File: src/rtl/esched_pkg.sv
package esched_pkg;

    typedef enum logic [3:0] {
        ST_IDLE,
        ST_COLLECT,
        ST_PRE_SUSP,
        ST_ERASE,
        ST_HALTING,
        ST_SUSP,
        ST_EMPTY,
        ST_FAILED,
        ST_ABORT
    } sched_st_e;

    function automatic int max2(input int a, input int b);
        return (a > b) ? a : b;
    endfunction

    function automatic logic is_started(input sched_st_e s);
        return (s == ST_ERASE) || (s == ST_HALTING) || (s == ST_SUSP) ||
               (s == ST_EMPTY) || (s == ST_FAILED)  || (s == ST_ABORT);
    endfunction

endpackage

File: src/rtl/esched_delay.sv
module esched_delay #(
    parameter int CW = 8
) (
    input  logic          clk,
    input  logic          rst,
    input  logic          clr,
    input  logic [CW-1:0] lim,
    output logic          expire
);
    logic [CW-1:0] cnt_q;

    assign expire = (cnt_q == lim);

    always_ff @(posedge clk) begin
        if (rst || clr)   cnt_q <= '0;
        else if (!expire) cnt_q <= cnt_q + 1'b1;
    end

    a_r2_cnt_bounded: assert property (@(posedge clk) disable iff (rst)
        !clr && !$past(clr) && $past(expire) |-> $stable(cnt_q));
endmodule

File: src/rtl/esched_pick.sv
module esched_pick #(
    parameter int NB = 7,
    parameter int IW = 3
) (
    input  logic [NB-1:0] vec,
    output logic [IW-1:0] idx,
    output logic [NB-1:0] oh
);
    always_comb begin
        idx = '0;
        oh  = '0;
        for (int i = NB - 1; i >= 0; i--) begin
            if (vec[i]) begin
                idx = IW'(i);
                oh  = NB'(1) << i;
            end
        end
    end

    always_comb begin
        a_r4_pick_onehot: assert ($onehot0(oh));
    end
endmodule

File: src/rtl/erase_sched.sv
module erase_sched
    import esched_pkg::*;
#(
    parameter int NUM_BLK   = 7,
    parameter int WIN_CYC   = 12,
    parameter int SUSP_CYC  = 4,
    parameter int EMPTY_CYC = 8,
    parameter int ABORT_CYC = 3,
    localparam int IW = (NUM_BLK > 1) ? $clog2(NUM_BLK) : 1
) (
    input  logic               clk,
    input  logic               rst,
    input  logic               sel_vld,
    input  logic [IW-1:0]      sel_idx,
    input  logic               susp_req,
    input  logic               resume_req,
    input  logic               reset_req,
    input  logic [NUM_BLK-1:0] prot_map,
    input  logic               blk_done,
    input  logic               blk_fail,
    output logic [NUM_BLK-1:0] erase_set,
    output logic [NUM_BLK-1:0] fault_set,
    output logic [IW-1:0]      cur_blk,
    output logic               erase_run,
    output logic               started,
    output logic               busy,
    output logic               suspended,
    output logic               error,
    output logic               aborting
);
    localparam int MAXD = max2(max2(WIN_CYC, SUSP_CYC), max2(EMPTY_CYC, ABORT_CYC));
    localparam int CW   = $clog2(MAXD + 1);

    sched_st_e          st_q, st_d;
    logic [NUM_BLK-1:0] pend_q, pend_d, fault_q, fault_d, cur_oh, sel_bit;
    logic               err_q, err_d, add_sel, expire, cnt_clr;
    logic [CW-1:0]      lim;

    assign sel_bit = (NUM_BLK'(1) << sel_idx) & ~prot_map;

    esched_pick #(.NB(NUM_BLK), .IW(IW)) pick_i (
        .vec(pend_q), .idx(cur_blk), .oh(cur_oh)
    );

    always_comb begin
        case (st_q)
            ST_COLLECT: lim = CW'(WIN_CYC - 1);
            ST_HALTING: lim = CW'(SUSP_CYC - 1);
            ST_EMPTY:   lim = CW'(EMPTY_CYC - 1);
            ST_ABORT:   lim = CW'(ABORT_CYC - 1);
            default:    lim = '0;
        endcase
    end

    assign cnt_clr = (st_d != st_q) || add_sel;

    esched_delay #(.CW(CW)) dly_i (
        .clk(clk), .rst(rst), .clr(cnt_clr), .lim(lim), .expire(expire)
    );

    always_comb begin
        st_d    = st_q;
        pend_d  = pend_q;
        fault_d = fault_q;
        err_d   = err_q;
        add_sel = 1'b0;
        if (reset_req && is_started(st_q) && st_q != ST_ABORT) begin
            st_d   = ST_ABORT;
            pend_d = '0;
            err_d  = 1'b0;
        end else begin
            case (st_q)
                ST_IDLE: if (sel_vld) begin
                    st_d    = ST_COLLECT;
                    pend_d  = sel_bit;
                    fault_d = '0;
                    add_sel = 1'b1;
                end
                ST_COLLECT: begin
                    if (reset_req) begin
                        st_d   = ST_IDLE;
                        pend_d = '0;
                    end else if (susp_req) begin
                        st_d = ST_PRE_SUSP;
                    end else if (sel_vld) begin
                        pend_d  = pend_q | sel_bit;
                        add_sel = 1'b1;
                    end else if (expire) begin
                        st_d = (pend_q == '0) ? ST_EMPTY : ST_ERASE;
                    end
                end
                ST_PRE_SUSP: begin
                    if (reset_req) begin
                        st_d   = ST_IDLE;
                        pend_d = '0;
                    end else if (resume_req) begin
                        st_d = (pend_q == '0) ? ST_EMPTY : ST_ERASE;
                    end
                end
                ST_ERASE: begin
                    if (blk_fail) begin
                        fault_d = fault_q | cur_oh;
                        err_d   = 1'b1;
                        st_d    = ST_FAILED;
                    end else if (blk_done) begin
                        pend_d = pend_q & ~cur_oh;
                        if ((pend_q & ~cur_oh) == '0) st_d = ST_IDLE;
                    end else if (susp_req) begin
                        st_d = ST_HALTING;
                    end
                end
                ST_HALTING: if (expire)     st_d = ST_SUSP;
                ST_SUSP:    if (resume_req) st_d = ST_ERASE;
                ST_EMPTY:   if (expire)     st_d = ST_IDLE;
                ST_ABORT:   if (expire)     st_d = ST_IDLE;
                default:    st_d = st_q;
            endcase
        end
    end

    always_ff @(posedge clk) begin
        if (rst) begin
            st_q    <= ST_IDLE;
            pend_q  <= '0;
            fault_q <= '0;
            err_q   <= 1'b0;
        end else begin
            st_q    <= st_d;
            pend_q  <= pend_d;
            fault_q <= fault_d;
            err_q   <= err_d;
        end
    end

    assign erase_set = pend_q;
    assign fault_set = fault_q;
    assign erase_run = (st_q == ST_ERASE);
    assign started   = is_started(st_q);
    assign busy      = (st_q != ST_IDLE);
    assign suspended = (st_q == ST_PRE_SUSP) || (st_q == ST_SUSP);
    assign error     = err_q;
    assign aborting  = (st_q == ST_ABORT);

    a_r3_list_frozen: assert property (@(posedge clk) disable iff (rst)
        started && $past(started) |-> (erase_set & ~$past(erase_set)) == '0);
    a_r4_cur_pending: assert property (@(posedge clk) disable iff (rst)
        erase_run |-> erase_set[cur_blk]);
    a_r5_halt_latency: assert property (@(posedge clk) disable iff (rst)
        erase_run && susp_req |=> !suspended);
    a_r6_pre_hold: assert property (@(posedge clk) disable iff (rst)
        suspended && !started && !resume_req && !reset_req |=> suspended && !started);
    a_r7_no_protected: assert property (@(posedge clk) disable iff (rst)
        started && $stable(prot_map) |-> (erase_set & prot_map) == '0);
    a_r8_abort_clean: assert property (@(posedge clk) disable iff (rst)
        aborting |-> !error && erase_set == '0);
    a_r9_error_holds: assert property (@(posedge clk) disable iff (rst)
        error |-> busy && !erase_run);
endmodule

File: config.mk
export PLATFORM = sky130hd
export DESIGN_NAME = erase_sched
export DESIGN_NICKNAME = d
export VERILOG_FILES = /design/src/rtl/esched_pkg.sv /design/src/rtl/esched_delay.sv /design/src/rtl/esched_pick.sv /design/src/rtl/erase_sched.sv
export SDC_FILE = /design/constraint.sdc
export NUM_CORES = 1
export LEC_CHECK = 0
export BUFFER_PORTS_ARGS = -buffer_cell sky130_fd_sc_hd__buf_2
export CAP_MARGIN = 40
export CORE_MARGIN = 2
export CORE_UTILIZATION = 50
export CTS_CLUSTER_DIAMETER = 60
export CTS_CLUSTER_SIZE = 20
export DETAILED_ROUTE_END_ITERATION = 8
export PLACE_DENSITY = 0.74
export SLEW_MARGIN = 5
export SYNTH_ARGS = -nofsm -noshare
export SYNTH_HDL_FRONTEND = slang
export SYNTH_SLANG_ARGS = --single-unit
File: constraint.sdc
create_clock -name clk -period 3.2 [get_ports clk]
set_clock_uncertainty 0.1 [all_clocks]
set_input_delay 0.32 -clock clk [delete_from_list [all_inputs] [get_ports clk]]
set_output_delay 0.32 -clock clk [all_outputs]
set_load 0.01 [all_outputs]
# After elaboration in Yosys (flattened, before gate mapping)
# Index checks and enable logic that the tools add are counted.
# classes
n_addsub,1
mul,0
div_mod_pow,0
magnitude_cmp,0
eq_ne,18
shift,1
mux,48
bitwise_logic,7
reduce_logical,21
# ops
cell,n
$mux W7,16
$mux W4,15
$pmux W4 S7,1
$pmux W7 S4,1
$mux W3,8
$eq A4 B3 Y1 const B,4
$pmux W4 S4,1
$and A7 B7 Y7,2
$logic_not A7 Y1,2
$not A7 Y7,2
$or A7 B7 Y7,2
$pmux W7 S2,1
$ne A2 B2 Y1 const B,5
$eq A4 B2 Y1 const B,2
$logic_or A1 B1 Y1,8
$reduce_bool A4 Y1,2
$reduce_and A7 Y1,1
$shl A1 B3 Y7 const A,1
$ne A3 B3 Y1 const B,2
$add A4 B1 Y4 const B,1
$eq A4 B1 Y1 const B,1
$eq A4 B4 Y1,1
$eq A4 B4 Y1 const B,1
$logic_not A4 Y1,1
other kinds (10),15
# word_totals
regBits,23
latchBits,0
mem_bits_rw,0
romBits,0
inputBits,18
n_memories,0

# Logic depth before layout (Yosys ltp)
# depth
depth_word,18
mapped_depth,10

# By module
# Synthesis repeated with hierarchy kept, for this count alone.
# unflattened
cells_unflattened,226
area_unflattened_um2,1704.1
# modules_own_cells
mod,instances,cells_each,area_each_um2,seq_area_each_um2
erase_sched,1,187,1350.0,380.4
esched_delay,1,23,232.7,80.1
esched_pick,1,16,121.4,0.0

# Least setup slack after synthesis
# No wires, ideal clock.
# synth_timing
path_kind,register to register
start,register st_q[1]
end,register dly_i.cnt_q[0]
arrival_ps,2226
required_time_ps,2962
slack_ps,736
stages_incl_launch_ff,10
path_buffers,2
path_cell_list,dfxtp_1 > buf_4 > and4bb_4 > a2111oi_4 > o32ai_4 > or2_1 > buf_6 > or4_4 > nand4_2 > a2111oi_4
# synth_via
elab_chain_len,12
# synth_rtl
element,line_no,source
"start, declared",erase_sched.sv:34,"sched_st_e st_q, st_d;"
"start signal, assigned",erase_sched.sv:128,st_q <= st_d;
"$eq A4 B4 Y1, or another cell as far along","esched_pkg.sv:21, erase_sched.sv:46, erase_sched.sv:72",
$pmux W4 S4 or $logic_or A1 B1 Y1 (tied branches),"erase_sched.sv:46, esched_pkg.sv:20",
$eq A4 B4 Y1 or $logic_or A1 B1 Y1 (tied branches),"esched_delay.sv:12, esched_pkg.sv:20",
$mux W4 or $logic_or A1 B1 Y1 (tied branches),"erase_sched.sv:88, esched_pkg.sv:20",
$mux W4 or $logic_or A1 B1 Y1 (tied branches),"erase_sched.sv:85, esched_pkg.sv:21",
$mux W4 or $logic_or A1 B1 Y1 (tied branches),"erase_sched.sv:83, esched_pkg.sv:21",
$mux W4 or $logic_and A1 B1 Y1 (tied branches),"erase_sched.sv:80, erase_sched.sv:67",
$pmux W4 S7 or $logic_and A1 B1 Y1 (tied branches),"erase_sched.sv:72, erase_sched.sv:67",
$mux W4,erase_sched.sv:67,if (reset_req && is_started(st_q) && st_q != ST_ABORT) begin
$ne A4 B4 Y1,erase_sched.sv:55,assign cnt_clr = (st_d != st_q) || add_sel;
$logic_or A1 B1 Y1,erase_sched.sv:55,
$logic_or A1 B1 Y1,esched_delay.sv:15,if (rst || clr) cnt_q <= '0;
"end signal, assigned",esched_delay.sv:16,else if (!expire) cnt_q <= cnt_q + 1'b1;
"end, declared",esched_delay.sv:10,logic [CW-1:0] cnt_q;
# Parallel ways exist; a longest one is shown, timed or not.
# A chain may end at the register's enable or synchronous reset.

# Final worst setup path
# layout_timing
start,register st_q[2]
end,register dly_i.cnt_q[0]
# The elaborated chain is that of the path after synthesis.

==> summary.txt <==
Setup path
  – CP bufs+invs: 0
  – Delay-heaviest family, CP: compound AO/OA/AOI/OAI gates
  – Crit path DAT: 2.83 ns
  – Crit. End Element: register
  – Crit-path cells: and4bb_4, a2111oi_4, o32ai_4, or2_1, o31ai_1, o311a_1, a2111oi_4
  – Crit start category: register
  – Critical Path Fanout Max: 14
  – Setup CP Type: reg -> reg
  – Critical path data required time: 3.27 ns
  – R2R depth: 7
  – Slowest Stage Delay on Critical Path: 0.60 ns
  – Critical Path Stages: 7
  – R2r startpoint: st_q[2]
  – Most frequent CP cell: a2111oi_4
  – Flop2flop setup slack: about 0.44 ns
  – Slowest-stage cell, CP: dfxtp_1
  – Reg2reg end: dly_i.cnt_q[0]

Synthesis
  – Post-synth EDFFs: 0
  – Avg Inst Size Synth: between 7 and 8 um^2
  – Yosys cell types: slightly below 70
  – Synthesized flop and latch total: 23
  – Post-Syn Nets: approximately 260
  – Syn Inst Count: 236
  – Post-synth top area cell: dfxtp_1
  – Synth area leaders: dfxtp_1, nor2_1, a21oi_1, nor3_1, a2111oi_4
  – Async SR Flop Fraction: 0%
  – Area share of the largest cell type after synthesis: between 20% and 30%
  – Main flop type after synthesis: dfxtp_1
  – Post-Syn Area: approximately 0.0019 mm^2
  – Yosys warns: 0
  – Post-synthesis sequential area ratio: approximately a quarter

Global routing
  – GRT Util Overall: 25.2%
  – Number of global-route vias before repair: about 1,800
  – Global-route wire length before repair: 8410 um
  – Largest net degree at the start of global routing: 17
  – Global route overflow: 0
  – Initial antenna violation count: 0

Finish
  – Commonest non-fill, non-tap cells in the layout: buf_2, nor2_1, dfxtp_1, a21oi_1, nor3_1
  – Commonest non-fill, non-tap cell in the layout: buf_2
  – Layout area overhead: 14.6%
  – Final core utilization: around three fifths
  – Share of layout cells above drive strength 1: 26.7%
  – Antenna cell count: 0
  – Nets: 290

Routing
  – Total wire length: 5170 um
  – Final ANT Viol Nets: 0
  – Metal-1 WL: around 2100 um
  – DR WL/cell: between 15 and 20 um
  – Via count: 1,996
  – Met2 wire len: between 2000 and 2500 um
  – Vias per cell: ~6.3
  – DRT Pass-1 Iters: 5
  – Top Metal Used: met4
  – Residual DRC: 0
  – Met3 wire len: around 450 um
  – DRT iter0 DRCs: ~190

Clock network
  – CTS buffer count: 3
  – Root buf cell: clkbuf_8
  – Clk_lat worst skew: 0.27 ns
  – # hold bufs at CTS: 0
  – H-tree levels: 1
  – Clock buffer depth: 2
  – CTS tree: built
  – Clock transition at path regs: 0.09 ns
  – Sink Count: 23
  – Cells resized by post-CTS repair: 0
  – Post-CTS setup buffer count: 0

Run
  – Max Cap Violations: 0

Pwr
  – Final Total Pwr: between 0.7 and 0.8 mW
  – Peak VDD IR: ~0.24 mV
  – LEAKAGE: between 0.8 and 0.9 nW
  – Power Density: approximately 370 mW/mm^2

Placement
  – PortBufs: 40
  – Gpl congestion: approximately 1.0
  – Dpl hpwl: between 3000 and 4000 um

Run status
  – Run status: completed

STA
  – Worst relative slew slack: about 62%
  – Setup TNS Final: 0 ns
  – Fin. Hold Viols: 0
  – Fin crit share: 86.2%
  – Worst-Margin Slew: between 0.5 and 0.6 ns
  – Fin. max-slew vios: 0
  – Final critical-path required period: 2.76 ns
  – Unrepaired setup endpoints after global routing: false
  – Final setup vio count: 0
  – Max Freq: roughly 0.36 GHz

Worst hold path
  – Hold_sp: rst
  – Hold depth: 2
  – Worst Hold Path EP: st_q[3]
  – Worst min-delay path class: in -> reg

Die
  – Die span in x: 65.0 um
  – I/O pins: 41
  – Starting density of the core: between 50% and 60%
  – Die height: approximately 65 um
  – Full die area: about 0.0042 mm^2
  – Row count: 22
  – Placeable Area: ~0.0036 mm^2
synth_stat cells (4+ instances only):
cell and instances:
dfxtp_1 23, nand2_1 12, a31oi_1 7, buf_2 4, nand3_1 5, inv_1 9, or3_1 5, nor2b_1 4
o21ai_0 9, nor2_1 32, a21oi_1 15, o31ai_1 4, clkbuf_1 10, nor3_1 13, nand2b_1 4, a22oi_1 5
worst reg2reg max path, cell delays in order (launching register included):
cell and delay (ns):
dfxtp_1 0.60, and4bb_4 0.33, a2111oi_4 0.06, o32ai_4 0.45, or2_1 0.36, o31ai_1 0.10
o311a_1 0.37, a2111oi_4 0.31
worst max-delay path by stage:
stage	slack, ns	to	startpoint
2_1_floorplan	0.74	dly_i.cnt_q[0]	st_q[1]
3_3_place_gp	0.53	dly_i.cnt_q[0]	st_q[2]
3_5_place_dp	0.47	dly_i.cnt_q[0]	st_q[2]
4_1_cts	0.45	dly_i.cnt_q[0]	st_q[2]
5_1_grt	0.30	dly_i.cnt_q[2]	st_q[2]
6_report	0.44	dly_i.cnt_q[0]	st_q[2]
metal layers:
metal	vias up	track usage (%)
met4	0	10.1
met3	15	3.13
li1	954	-
met2	112	42.0
met1	915	32.8
met5	-	0
cells by family (layout without fill, tap and decap cells):
group           Yosys count  after routing  synth area share [%]
simple gates            101            101                  30.6
mux                       1              1                 0.539
xor+xnor                  4              4                  1.89
flops                    23             23                  24.8
compound gates           77             77                  33.7
fa+ha+maj                 2              2                  1.21
buf+inv                  28             62                  7.34
cell type report:
class | count | area [um^2]
inverter | 9 | 33.8
multi-input combinational | 185 | 1260
timing repair buffer | 49 | 268
clock buffer | 3 | 41.3
tap | 48 | 60.1
fill | 357 | 1480
clock inverter | 1 | 5.00
sequential | 23 | 460
sequential cells by signal, summed over array words and instances (netlist names):
name and flops:
fault_set 7, erase_set 7, dly_i.cnt_q 4, error 1
st_q 4
where the power goes:
part / leakage, nW / switching [mW] / internal (mW)
Combinational: 0.644 / 0.178 / 0.116
Sequential: 0.186 / 0.0202 / 0.295
Clock: 0.0255 / 0.102 / 0.0872
per-stage QoR:
step / setup WS, ns / instance area (um^2) / instances / hold WS [ns]
floorplan: 0.736 / 1860 / 236 / 0.289
global placement: 0.530 / 2080 / 314 / 0.354
detailed placement: 0.471 / 2080 / 314 / 0.355
CTS: 0.452 / 2130 / 318 / 0.127
global route: 0.295 / 2130 / 318 / 0.140
finish: 0.440 / 2130 / 318 / 0.128
Note: power is estimated with default switching activity, not from simulation.
